$ cat src/rtl/busgrant_pkg.sv
`timescale 1ns/1ps
package busgrant_pkg;
  typedef enum logic [1:0] {
    BG_IDLE     = 2'd0,
    BG_WAIT     = 2'd1,
    BG_OWNED    = 2'd2,
    BG_HANDBACK = 2'd3
  } bg_state_t;
endpackage

$ cat src/rtl/busgrant_sync.sv
`timescale 1ns/1ps
module busgrant_sync #(
  parameter int STAGES = 2
) (
  input  logic clk,
  input  logic rst_n,
  input  logic d,
  output logic q
);
  logic [STAGES-1:0] chain_q;
  logic [STAGES-1:0] chain_d;
  logic              chain_en;

  assign chain_en = 1'b1;

  generate
    for (genvar s = 0; s < STAGES; s++) begin : g_stage
      if (s == 0) begin : g_first
        assign chain_d[s] = d;
      end else begin : g_next
        assign chain_d[s] = chain_q[s-1];
      end
    end
  endgenerate

  always_ff @(posedge clk or negedge rst_n) begin
    if (!rst_n) begin
      chain_q <= '0;
    end else if (chain_en) begin
      chain_q <= chain_d;
    end
  end

  assign q = chain_q[STAGES-1];
endmodule

$ cat src/rtl/busgrant_track.sv
`timescale 1ns/1ps
module busgrant_track (
  input  logic clk,
  input  logic rst_n,
  input  logic core_rst_n,
  input  logic acc_start,
  input  logic acc_done,
  output logic active
);
  logic busy_q;
  logic busy_d;
  logic busy_en;

  // An access is active from its start strobe until its done strobe.
  // While the core is in reset, nothing counts as in flight.
  always_comb begin
    busy_en = 1'b1;
    if (core_rst_n) begin
      busy_d = (busy_q | acc_start) & ~acc_done;
    end else begin
      busy_d = 1'b0;
    end
  end

  always_ff @(posedge clk or negedge rst_n) begin
    if (!rst_n) begin
      busy_q <= 1'b0;
    end else if (busy_en) begin
      busy_q <= busy_d;
    end
  end

  assign active = busy_q | (acc_start & core_rst_n);

  assert_core_reset_clears_R9: assert property (@(posedge clk) disable iff (!rst_n)
    !core_rst_n |=> !busy_q);
endmodule

$ cat src/rtl/busgrant_fsm.sv
`timescale 1ns/1ps
module busgrant_fsm
  import busgrant_pkg::*;
(
  input  logic clk,
  input  logic rst_n,
  input  logic req,
  input  logic active,
  input  logic acc_done,
  input  logic acc_need,
  input  logic go_mode,
  output logic bus_grant_n,
  output logic grant_hang_n,
  output logic drv_en,
  output logic core_halt,
  output logic core_stall
);
  bg_state_t st_q;
  bg_state_t st_d;
  logic      st_en;
  logic      owned;

  always_comb begin
    st_en = 1'b1;
    st_d  = st_q;
    unique case (st_q)
      BG_IDLE: begin
        if (req) begin
          if (active && !acc_done) st_d = BG_WAIT;
          else                     st_d = BG_OWNED;
        end
      end
      BG_WAIT: begin
        if (!req)                     st_d = BG_IDLE;
        else if (!active || acc_done) st_d = BG_OWNED;
      end
      BG_OWNED: begin
        if (!req) st_d = BG_HANDBACK;
      end
      BG_HANDBACK: st_d = BG_IDLE;
      default:     st_d = BG_IDLE;
    endcase
  end

  always_ff @(posedge clk or negedge rst_n) begin
    if (!rst_n) begin
      st_q <= BG_IDLE;
    end else if (st_en) begin
      st_q <= st_d;
    end
  end

  // Grant and driver enable are decoded from one state register,
  // so both change on the same clock edge.
  assign owned        = (st_q == BG_OWNED);
  assign bus_grant_n  = ~owned;
  assign drv_en       = ~owned;
  assign core_halt    = owned & ~go_mode;
  assign core_stall   = (st_q != BG_IDLE);
  assign grant_hang_n = ~(owned & acc_need);

  assert_grant_needs_request_R1: assert property (@(posedge clk) disable iff (!rst_n)
    $fell(bus_grant_n) |-> $past(req));
  assert_drivers_off_R2: assert property (@(posedge clk) disable iff (!rst_n)
    !bus_grant_n |-> !drv_en);
  assert_no_grant_mid_access_R3: assert property (@(posedge clk) disable iff (!rst_n)
    $fell(bus_grant_n) |-> $past(!active || acc_done));
  assert_stall_while_granted_R4: assert property (@(posedge clk) disable iff (!rst_n)
    !bus_grant_n |-> core_stall);
  assert_go_keeps_running_R5: assert property (@(posedge clk) disable iff (!rst_n)
    (!bus_grant_n && go_mode) |-> !core_halt);
  assert_hang_only_granted_R7: assert property (@(posedge clk) disable iff (!rst_n)
    !grant_hang_n |-> !bus_grant_n);
  assert_handback_R8: assert property (@(posedge clk) disable iff (!rst_n)
    $rose(bus_grant_n) |-> (drv_en && core_stall && grant_hang_n));
endmodule

$ cat src/rtl/busgrant_ctrl.sv
`timescale 1ns/1ps
module busgrant_ctrl #(
  parameter int SYNC_STAGES = 2
) (
  input  logic clk,
  input  logic rst_n,
  input  logic core_rst_n,
  input  logic bus_req_n,
  input  logic go_mode,
  input  logic acc_start,
  input  logic acc_done,
  input  logic acc_need,
  output logic bus_grant_n,
  output logic grant_hang_n,
  output logic drv_en,
  output logic core_halt,
  output logic core_stall
);
  logic req_raw;
  logic req_s;
  logic active;

  assign req_raw = ~bus_req_n;

  busgrant_sync #(.STAGES(SYNC_STAGES)) u_sync (
    .clk   (clk),
    .rst_n (rst_n),
    .d     (req_raw),
    .q     (req_s)
  );

  busgrant_track u_track (
    .clk        (clk),
    .rst_n      (rst_n),
    .core_rst_n (core_rst_n),
    .acc_start  (acc_start),
    .acc_done   (acc_done),
    .active     (active)
  );

  busgrant_fsm u_fsm (
    .clk          (clk),
    .rst_n        (rst_n),
    .req          (req_s),
    .active       (active),
    .acc_done     (acc_done),
    .acc_need     (acc_need),
    .go_mode      (go_mode),
    .bus_grant_n  (bus_grant_n),
    .grant_hang_n (grant_hang_n),
    .drv_en       (drv_en),
    .core_halt    (core_halt),
    .core_stall   (core_stall)
  );
endmodule

$ cat config.mk
export PLATFORM = sky130hd
export DESIGN_NAME = busgrant_ctrl
export DESIGN_NICKNAME = d
export VERILOG_FILES = /design/src/rtl/busgrant_pkg.sv /design/src/rtl/busgrant_sync.sv /design/src/rtl/busgrant_track.sv /design/src/rtl/busgrant_fsm.sv /design/src/rtl/busgrant_ctrl.sv
export SDC_FILE = /design/constraint.sdc
export NUM_CORES = 1
export LEC_CHECK = 0
export ABC_AREA = 1
export ABC_CLOCK_PERIOD_IN_PS = 1000
export CAP_MARGIN = 25
export CORE_AREA = 2 2 39 41
export DETAILED_ROUTE_END_ITERATION = 6
export DIE_AREA = 0 0 41 43
export GPL_TIMING_DRIVEN = 0
export PLACE_DENSITY = 0.49
export SYNTH_ARGS = -nofsm -noshare
export SYNTH_HDL_FRONTEND = slang
export SYNTH_SLANG_ARGS = --single-unit
$ cat constraint.sdc
create_clock -name clk -period 1 [get_ports clk]
set_input_delay 0.2 -clock clk [delete_from_list [all_inputs] [get_ports clk]]
set_output_delay 0.2 -clock clk [all_outputs]
set_load 0.01 [all_outputs]
==> results.toml <==
[cells_and_area]
stdcell_count = 62
nets = 55
stdcell_area_um2 = 407
syn_to_final_growth_pct = 79.6
diodes = 0
drive_above_1_share_pct = 37.0

[synthesis]
yosysSeqAreaShare_pct = 55.2
synth_top_area_share_pct = 55.2
ys_seq_elements = 5
synth_area_um2 = 226
syn-num-nets = 35
yosys_warnings = 0
post_synth.cell_area_avg_um2 = 8.39
yosys.area.top_type = "dfrtp_1"
synth_cell_types = 11
synth.area.top_cells = "dfrtp_1 (55%), nand2_1 (13%), inv_1 (6.6%)"
syn-instance-count = 27

[power]
p_clk_share_pct = 22.2
power_frac_seq_pct = 26.4
ir_worst_vdd_mv = 0.851
p_int_uw = 712
pwr-share-comb_pct = 51.4
p_switching_uw = 331
total_power_mw = 1.04
swShare_pct = 31.7
powerDensity_mw_per_mm2 = 2560
p_leak_nw = 0.211

[setup_path]
critPathBufInv = 1
start_kind = "flop"
cp.required_ns = 0.80
arrival_ns = 1.06
cp_cell_sequence = "or2_2, buf_6"
worstSetupPathType = "reg -> out"
cpMaxStageDelayCell = "dfrtp_1"
critPathMaxFanout = 2
worstSetupEndpointType = "primary output"
crit_family = "flip-flops"
slowest_delay_ns = 0.39
reg2reg_slack_ns = 0.15

[clock_network]
cts_tree = "built"
cts_made_buffers = 3
root_buffer = "clkbuf_4"
htreeDepth = 1
cts.hold.buffers_added = 0
clkSinkCount = 5
clkTransAtPathRegs_ns = 0.04
clock_tree.buffer_depth = 2
clock_latency_ns = 0.24

[grt]
grt_pass1_vias = 205
grt_max_degree = 6
antenna_found_initial = 0
grt_util_all_layers_pct = 6.36
grt-ovfl-total = 0
grt_pass1_wl_um = 724

[floorplan]
core_mm2 = 0.00138
die_w_um = 41
initial_core_util_pct = 16.4
die_h_um = 43
row_count = 14
dieArea_mm2 = 0.00176
ios = 13

[routing]
wirelength_um = 424
via_per_inst = 3.52
first_pass_iters = 3
drt-initial-drc-count = 1
ant_nets = 0
route.vias.total = 218
wire_per_inst_um = 6.84
drc = 0

[timing]
rsz0062_at_grt = "true"
hold_viol = 0
tightest_slew_ns = 0.237
holdWs_ns = 0.185
relSlewSlack_pct = 84.2
clock_skew_ns = 0.000872
max_freq_mhz = 791
fin_ws_ns = -0.264
fin_crit_ns = 1.26
drv_slew = 0
timing.final.crit_share_pct = 126
finalSetupViolations = 5

[place]
io_buffers = 12
gp_congestion = 0.650
dp.cells = 55
placed_cell_area_um2 = 367
hpwl_um = 331
place_ws_ns = -0.443

[flow_run]
maxCapViolations = 0

[status]
status = "finished with violations"
violations = "negative setup slack"

[hold_path]
min_path_type = "in -> async"
placed cells by master, fill, tap and decap left out, drive strengths merged:
cell type / n
o21ai: 1
nor2: 4
clkbuf: 4
nand3: 1
buf: 9
dfrtp: 5
inv: 6
or2: 1
clkdlybuf4s50: 7
nand2: 8
worst paths after layout:
kind / cells past startpoint / end / start
worst max-delay path: 2 / core_stall / u_fsm.st_q[0]$_DFFE_PN0P_
worst min-delay path: 1 / u_fsm.st_q[1]$_DFFE_PN0P_ / rst_n
worst max register to register: 4 / u_fsm.st_q[0]$_DFFE_PN0P_ / u_fsm.st_q[1]$_DFFE_PN0P_
worst min register to register: 0 / u_sync.chain_q[1]$_DFF_PN0_ / u_sync.chain_q[0]$_DFF_PN0_
max in group asynchronous: 1 / u_track.busy_q$_DFF_PN0_ / rst_n
min in group clk: 0 / u_sync.chain_q[1]$_DFF_PN0_ / u_sync.chain_q[0]$_DFF_PN0_
stage by stage:
step / utilization (%) / TNS [ns]
after global placement: 26.5 / -1.92
after global routing: 29.4 / -1.43
after floorplan: - / 0
after CTS: 28.4 / -1.30
after detailed placement: 26.5 / -1.94
final: 29.4 / -1.18
logic make-up (layout without fill, tap and decap cells):
logic type,after synthesis,in the layout,synth area share (%)
AOI/OAI and AO/OA,1,1,2.21
and+or+nand+nor,14,14,29.3
DFF,5,5,55.2
buffers and inverters,7,26,13.3
cell type report:
class | count | area (um2)
Clock buffer | 4 | 26.3
Inverter | 6 | 22.5
Sequential cell | 5 | 125
Multi-Input combinational cell | 15 | 71.3
Buffer | 1 | 11.3
Fill cell | 160 | 977
Timing Repair Buffer | 15 | 130
Tap cell | 16 | 20.0
power by group through the flow:
stage,Clock [mW],Sequential [mW],Combinational (mW)
floorplan,0,0.274,0.234
global placement,0,0.279,0.460
detailed placement,0,0.280,0.463
CTS,0.246,0.277,0.485
global route,0.257,0.278,0.595
finish,0.232,0.275,0.536
what timing repair did:
action / 4_1_cts / 5_1_grt
endpoints found under the setup margin: 5 / 5
pin swaps: 1 / 1
setup buffers: 2 / 1
resized for setup: 22 / 1
per-layer routing:
| metal | vias up | routed length [um] | track usage [%] |
|---|---|---|---|
| met5 | - | 0 | 0 |
| met4 | 0 | 0 | 2.00 |
| met3 | 0 | 45 | 6.28 |
| met2 | 8 | 205 | 9.38 |
| met1 | 97 | 173 | 5.88 |
| li1 | 113 | - | - |
flip-flops by register name, summed over array words and instances, names as in the netlist:
register / flops
u_sync.chain_q: 2
u_track.busy_q: 1
u_fsm.st_q: 2
Yosys cell counts:
cell type / count
o21ai_0: 1
buf_4: 1
nor2_1: 2
nand2_1: 8
inv_1: 4
nor2_2: 1
nor2_4: 1
dfrtp_1: 5
or2_2: 1
nand3_1: 1
inv_2: 2
No activity file was read; power rests on OpenSTA's default activity.
